## src/rtl/vcd_pkg.sv

```systemverilog
package vcd_pkg;
  localparam int ADDR_W    = 16;
  localparam int PAGE_W    = 3;
  localparam int ROM_OFF_W = 13;
  localparam int RAM_AW    = 8;
  localparam int PAL_AW    = 4;

  localparam logic [ADDR_W-1:0] SND_MASK = 16'hFF01;
  localparam logic [ADDR_W-1:0] SND_VAL  = 16'h8400;
  localparam logic [ADDR_W-1:0] VID_MASK = 16'hFC01;
  localparam logic [ADDR_W-1:0] VRD_VAL  = 16'h8800;
  localparam logic [ADDR_W-1:0] VWR_VAL  = 16'h8C00;
  localparam logic [ADDR_W-1:0] WIN_MASK = 16'hE000;
  localparam logic [ADDR_W-1:0] WIN_VAL  = 16'h4000;
  localparam logic [ADDR_W-1:0] RAM_MASK = 16'hFF00;
  localparam logic [ADDR_W-1:0] RAM_VAL  = 16'h5F00;
  localparam logic [ADDR_W-1:0] PAL_MASK = 16'hFFF0;
  localparam logic [ADDR_W-1:0] PAL_VAL  = 16'h5FF0;

  localparam int N_TGT = 5;
  typedef enum int {TGT_SOUND = 4, TGT_VIDEO = 3, TGT_ROM = 2, TGT_RAM = 1, TGT_PAL = 0} tgt_idx_e;
endpackage

```

## src/rtl/vcd_bus_match.sv

```systemverilog
module vcd_bus_match
  import vcd_pkg::*;
#(
  parameter int                AW       = ADDR_W,
  parameter logic [AW-1:0]     S_MASK   = SND_MASK,
  parameter logic [AW-1:0]     S_VAL    = SND_VAL,
  parameter logic [AW-1:0]     V_MASK   = VID_MASK,
  parameter logic [AW-1:0]     V_RD_VAL = VRD_VAL,
  parameter logic [AW-1:0]     V_WR_VAL = VWR_VAL
) (
  input  logic [AW-1:0] addr,
  input  logic          rd,
  output logic          snd_hit,
  output logic          vid_hit
);
  logic [AW-1:0] s_bits, v_bits;
  always_comb begin
    s_bits  = addr & S_MASK;
    v_bits  = addr & V_MASK;
    snd_hit = !rd && (s_bits == S_VAL);
    vid_hit = rd ? (v_bits == V_RD_VAL) : (v_bits == V_WR_VAL);
  end
endmodule

```

## src/rtl/vcd_window_resolve.sv

```systemverilog
module vcd_window_resolve
  import vcd_pkg::*;
#(
  parameter int            AW     = ADDR_W,
  parameter logic [AW-1:0] W_MASK = WIN_MASK,
  parameter logic [AW-1:0] W_VAL  = WIN_VAL,
  parameter logic [AW-1:0] R_MASK = RAM_MASK,
  parameter logic [AW-1:0] R_VAL  = RAM_VAL,
  parameter logic [AW-1:0] P_MASK = PAL_MASK,
  parameter logic [AW-1:0] P_VAL  = PAL_VAL
) (
  input  logic [AW-1:0] addr,
  input  logic          card_sel,
  input  logic          ram_en,
  output logic          rom_hit,
  output logic          ram_hit,
  output logic          pal_hit
);
  logic in_win, pal_zone, ram_zone;
  always_comb begin
    in_win   = card_sel && ((addr & W_MASK) == W_VAL);
    pal_zone = (addr & P_MASK) == P_VAL;
    ram_zone = (addr & R_MASK) == R_VAL;
    // fixed priority: palette, then enabled RAM, then ROM
    pal_hit  = in_win && pal_zone;
    ram_hit  = in_win && !pal_zone && ram_zone && ram_en;
    rom_hit  = in_win && !pal_zone && !(ram_zone && ram_en);
  end
endmodule

```

## src/rtl/vcd_addr_xlate.sv

```systemverilog
module vcd_addr_xlate
  import vcd_pkg::*;
#(
  parameter int AW    = ADDR_W,
  parameter int PW    = PAGE_W,
  parameter int OFF_W = ROM_OFF_W,
  parameter int RW    = RAM_AW,
  parameter int PLW   = PAL_AW,
  localparam int ROM_W = PW + OFF_W
) (
  input  logic [AW-1:0]    addr,
  input  logic [PW-1:0]    page,
  output logic [ROM_W-1:0] rom_addr,
  output logic [RW-1:0]    ram_addr,
  output logic [AW-2:0]    video_reg,
  output logic [PLW-1:0]   pal_reg
);
  always_comb begin
    rom_addr  = {page, addr[OFF_W-1:0]};
    ram_addr  = addr[RW-1:0];
    video_reg = addr[AW-1:1];
    pal_reg   = addr[PLW-1:0];
  end
endmodule

```

## src/rtl/vcd_addr_decode.sv

```systemverilog
module vcd_addr_decode
  import vcd_pkg::*;
#(
  parameter int AW    = ADDR_W,
  parameter int PW    = PAGE_W,
  parameter int OFF_W = ROM_OFF_W,
  parameter int RW    = RAM_AW,
  parameter int PLW   = PAL_AW,
  localparam int ROM_W = PW + OFF_W
) (
  input  logic             clk,
  input  logic             rst,
  input  logic             setup_i,
  input  logic [AW-1:0]    addr_i,
  input  logic             rd_i,
  input  logic             card_sel_i,
  input  logic             ram_en_i,
  input  logic [PW-1:0]    rom_page_i,
  output logic             sel_sound_o,
  output logic             sel_video_o,
  output logic             sel_rom_o,
  output logic             sel_ram_o,
  output logic             sel_pal_o,
  output logic [AW-2:0]    video_reg_o,
  output logic [ROM_W-1:0] rom_addr_o,
  output logic [RW-1:0]    ram_addr_o,
  output logic [PLW-1:0]   pal_reg_o
);
  logic             snd_hit, vid_hit, rom_hit, ram_hit, pal_hit;
  logic [N_TGT-1:0] hit_vec, sel_q;
  logic [ROM_W-1:0] rom_d;
  logic [RW-1:0]    ram_d;
  logic [AW-2:0]    vid_d;
  logic [PLW-1:0]   pal_d;

  vcd_bus_match #(.AW(AW)) u_bus (
    .addr(addr_i), .rd(rd_i), .snd_hit(snd_hit), .vid_hit(vid_hit)
  );

  vcd_window_resolve #(.AW(AW)) u_win (
    .addr(addr_i), .card_sel(card_sel_i), .ram_en(ram_en_i),
    .rom_hit(rom_hit), .ram_hit(ram_hit), .pal_hit(pal_hit)
  );

  vcd_addr_xlate #(.AW(AW), .PW(PW), .OFF_W(OFF_W), .RW(RW), .PLW(PLW)) u_xl (
    .addr(addr_i), .page(rom_page_i), .rom_addr(rom_d), .ram_addr(ram_d),
    .video_reg(vid_d), .pal_reg(pal_d)
  );

  always_comb begin
    hit_vec            = '0;
    hit_vec[TGT_SOUND] = snd_hit;
    hit_vec[TGT_VIDEO] = vid_hit;
    hit_vec[TGT_ROM]   = rom_hit;
    hit_vec[TGT_RAM]   = ram_hit;
    hit_vec[TGT_PAL]   = pal_hit;
  end

  // one capture flop per strobe
  for (genvar g = 0; g < N_TGT; g++) begin : g_sel
    always_ff @(posedge clk) begin
      if (rst)          sel_q[g] <= 1'b0;
      else if (setup_i) sel_q[g] <= hit_vec[g];
    end
  end

  always_ff @(posedge clk) begin
    if (rst) begin
      video_reg_o <= '0;
      rom_addr_o  <= '0;
      ram_addr_o  <= '0;
      pal_reg_o   <= '0;
    end else if (setup_i) begin
      video_reg_o <= vid_d;
      rom_addr_o  <= rom_d;
      ram_addr_o  <= ram_d;
      pal_reg_o   <= pal_d;
    end
  end

  assign sel_sound_o = sel_q[TGT_SOUND];
  assign sel_video_o = sel_q[TGT_VIDEO];
  assign sel_rom_o   = sel_q[TGT_ROM];
  assign sel_ram_o   = sel_q[TGT_RAM];
  assign sel_pal_o   = sel_q[TGT_PAL];
endmodule

```

## config.mk

```make
export PLATFORM = sky130hd
export DESIGN_NAME = vcd_addr_decode
export DESIGN_NICKNAME = d
export VERILOG_FILES = /design/src/rtl/vcd_pkg.sv /design/src/rtl/vcd_bus_match.sv /design/src/rtl/vcd_window_resolve.sv /design/src/rtl/vcd_addr_xlate.sv /design/src/rtl/vcd_addr_decode.sv
export SDC_FILE = /design/constraint.sdc
export NUM_CORES = 1
export LEC_CHECK = 0
export BUFFER_PORTS_ARGS = -buffer_cell sky130_fd_sc_hd__buf_2
export CORE_MARGIN = 8
export CORE_UTILIZATION = 44
export CTS_CLUSTER_DIAMETER = 30
export DETAILED_ROUTE_END_ITERATION = 8
export GPL_TIMING_DRIVEN = 1
export PLACE_DENSITY = 0.83
export SYNTH_ARGS = -nofsm -noshare
export SYNTH_HDL_FRONTEND = slang
export SYNTH_SLANG_ARGS = --single-unit
```

## constraint.sdc

```tcl
create_clock -name clk -period 1.7 [get_ports clk]
set_input_delay 0.255 -clock clk [delete_from_list [all_inputs] [get_ports clk]]
set_output_delay 0.255 -clock clk [all_outputs]
set_load 0.02 [all_outputs]
```

==> qor.csv <==
metric,value,unit
Mapped Area,1110,µm²
Worst Setup EP,video_reg_o[0],
"area leader, netlist",dfxtp_1,
Gate Count Post-Synth,116,
Starting Density,45.7,%
Clock transition at path regs,130,ps
CP endpoint kind,output port,
vias in the first global route,1006,
Buf/Inv on CP,1,
largest net degree at the start of global routing,24,
die area,4390,µm²
crit-path cells,buf_2,
Setup TNS Final,0,ps
Top-Level Pins,73,
critical path depth in cells,1,
DR vias/cell,4.77,
ys async rst share,0,%
drt pass-1 iters,2,
min-delay worst type,in2reg,
Total Routed Length,2.85,mm
"Cell Count, Final, Fillers Out",195,
number of flops mapped to enable cells by yosys,0,
worst vdd ir,0.549,mV
ratio of final minimum period to clock period,67.7,%
DRT antenna net count,0,
setup bufs post-CTS,0,
Max Buffers Root-to-Sink,2,
P&R area growth vs syn,23.6,%
top cell type's share of synthesized area,43.2,%
yosys warns,0,
crit-path max cell delay,400,ps
Chip Width,66.3,µm
synth unique cells,22,
final hold vios,0,
PD cells,917,nW/µm²
combinational power share,20.0,%
internal power,0.923,mW
ys flop type,dfxtp_1,
IO buf count,72,
DR vias,931,
top post-synthesis cells by area,"dfxtp_1 43%, mux2i_1 17%, buf_4 16%",
worst setup path start,video_reg_o[0]$_SDFFE_PP0P_,
worst-margin pin slew,449,ps
Skew-Pair Late Insertion Delay,300,ps
critical path type,reg2out,
CP Launch Type,register,
grt ovf,0,
# setup viols final,0,
H-tree Lvls,1,
DRC Markers,0,
sequential power share,48.3,%
# rows,18,
Top delay family on crit path,flip-flops,
Avg Inst Size Synth,9.58,µm²
outcome,"complete, no violations",
Die Ht,66.3,µm
CTS sink cnt,24,
post-cts sizing count,0,
most frequent cells after synthesis,"24 x buf_4, 24 x dfxtp_1, 20 x nor2_1, 19 x mux2i_1",
Max-slew headroom,69.7,%
RSZ-0062 raised after global routing,false,
leakage power,0.756,nW
worst r2r path cells,2,
"Slew Viols, Final",0,
max cap viols,0,
P_sw,0.337,mW
slowest cell on the critical path,dfxtp_1,
gr usage total,13.1,%
total core area,2430,µm²
switching part of the total,26.8,%
FMAX,0.869,GHz
dpl cells,191,
post-DP HPWL,2.34,mm
Final Skew,0,ps
CTS tree,done,
first-pass GRT wire length,4.62,mm
layout cells sized above 1,47.3,%
initial drt markers,45,
"Seq/Total Area, Yosys",43.2,%
nets@finish,191,
"Data required, critical path",1440,ps
# hold bufs at CTS,0,
Clock Tree Root,clkbuf_4,
initial antenna violation count,0,
minimum clock period after layout,1150,ps
Worst R2R Setup Slack,1050,ps
#FFs+latches synth,24,
diodes inserted,0,
clock group share of total power,31.8,%
Worst Path Max Fanout,5,
critical path arrival,900,ps
reg-to-reg endpoint,video_reg_o[3]$_SDFFE_PP0P_,
GPL Wtd Cong,0.743,
CTS Buf Count,3,
Routed wire per std cell,14.6,µm
RR Startpoint,video_reg_o[3]$_SDFFE_PP0P_,
Mapped Nets,141,
metal layers:
layer	vias up	GRT usage, %	routed length, µm	part of all wire [%]
li1	470	-	-	-
met1	434	13.5	1060	37
met2	23	24.1	1610	57
met3	4	1.86	133	4.7
met4	0	7.73	42	1.5
met5	-	0	0	0
placed cells by master, fill, tap and decap left out, types with 2 or more instances in the layout:
cell and instances:
a21oi_1 2, buf_2 72, buf_4 2, clkbuf_4 3, dfxtp_1 24, mux2i_1 19
nand2_1 3, nand2b_1 3, nand4_1 2, nand4b_1 2, nor2_1 20, nor4b_1 2
worst min-delay path by stage:
stage | cells past startpoint | endpoint | from
2_1_floorplan | 1 | sel_sound_o$_SDFFE_PP0P_ | rst
3_3_place_gp | 2 | sel_pal_o$_SDFFE_PP0P_ | sel_pal_o$_SDFFE_PP0P_
3_5_place_dp | 2 | sel_rom_o$_SDFFE_PP0P_ | sel_rom_o$_SDFFE_PP0P_
4_1_cts | 3 | rom_addr_o[14]$_SDFFE_PP0P_ | rom_page_i[1]
5_1_grt | 3 | video_reg_o[0]$_SDFFE_PP0P_ | addr_i[1]
6_report | 3 | rom_addr_o[14]$_SDFFE_PP0P_ | rom_page_i[1]
final cells by class:
type	instances	area, µm²
inverters	1	3.75
multi-input cells	62	424
well taps	30	37.5
fillers	228	1060
repair buffers	74	375
clock inverters	1	30.0
flip-flops and latches	24	480
clock buffers	3	22.5
sequential cells by signal (all words and copies together), names as in the netlist:
register / count
video_reg_o: 15
rom_addr_o: 4
sel_pal_o: 1
sel_ram_o: 1
sel_rom_o: 1
sel_sound_o: 1
sel_video_o: 1
logic make-up (layout without fill, tap and decap cells):
family,Yosys count,in the layout,share of synthesized area (%)
simple gates,36,36,16.6
buf+inv,30,79,18.6
flops,24,24,43.2
mux,19,19,17.1
compound gates,6,6,3.72
xor+xnor,1,1,0.788
power by group through the flow:
stage	logic (mW)	registers, mW	clock network (mW)
global route	0.271	0.613	0.443
global placement	0.251	0.618	0
finish	0.252	0.608	0.400
floorplan	0.156	0.654	0
CTS	0.255	0.608	0.414
detailed placement	0.254	0.621	0
metrics by stage:
| stage | hold slack [ps] | total power [mW] | setup WS, ps | area, µm² | utilization [%] |
|---|---|---|---|---|---|
| after global routing | 174 | 1.33 | 445 | 1370 | 56.5 |
| final | 177 | 1.26 | 550 | 1370 | 56.5 |
| after floorplan | 324 | 0.810 | 527 | 1110 | - |
| after global placement | 433 | 0.869 | 417 | 1320 | 54.3 |
| after detailed placement | 455 | 0.875 | 366 | 1320 | 54.3 |
| after CTS | 171 | 1.28 | 531 | 1370 | 56.5 |
(Power assumes the default switching activity.)
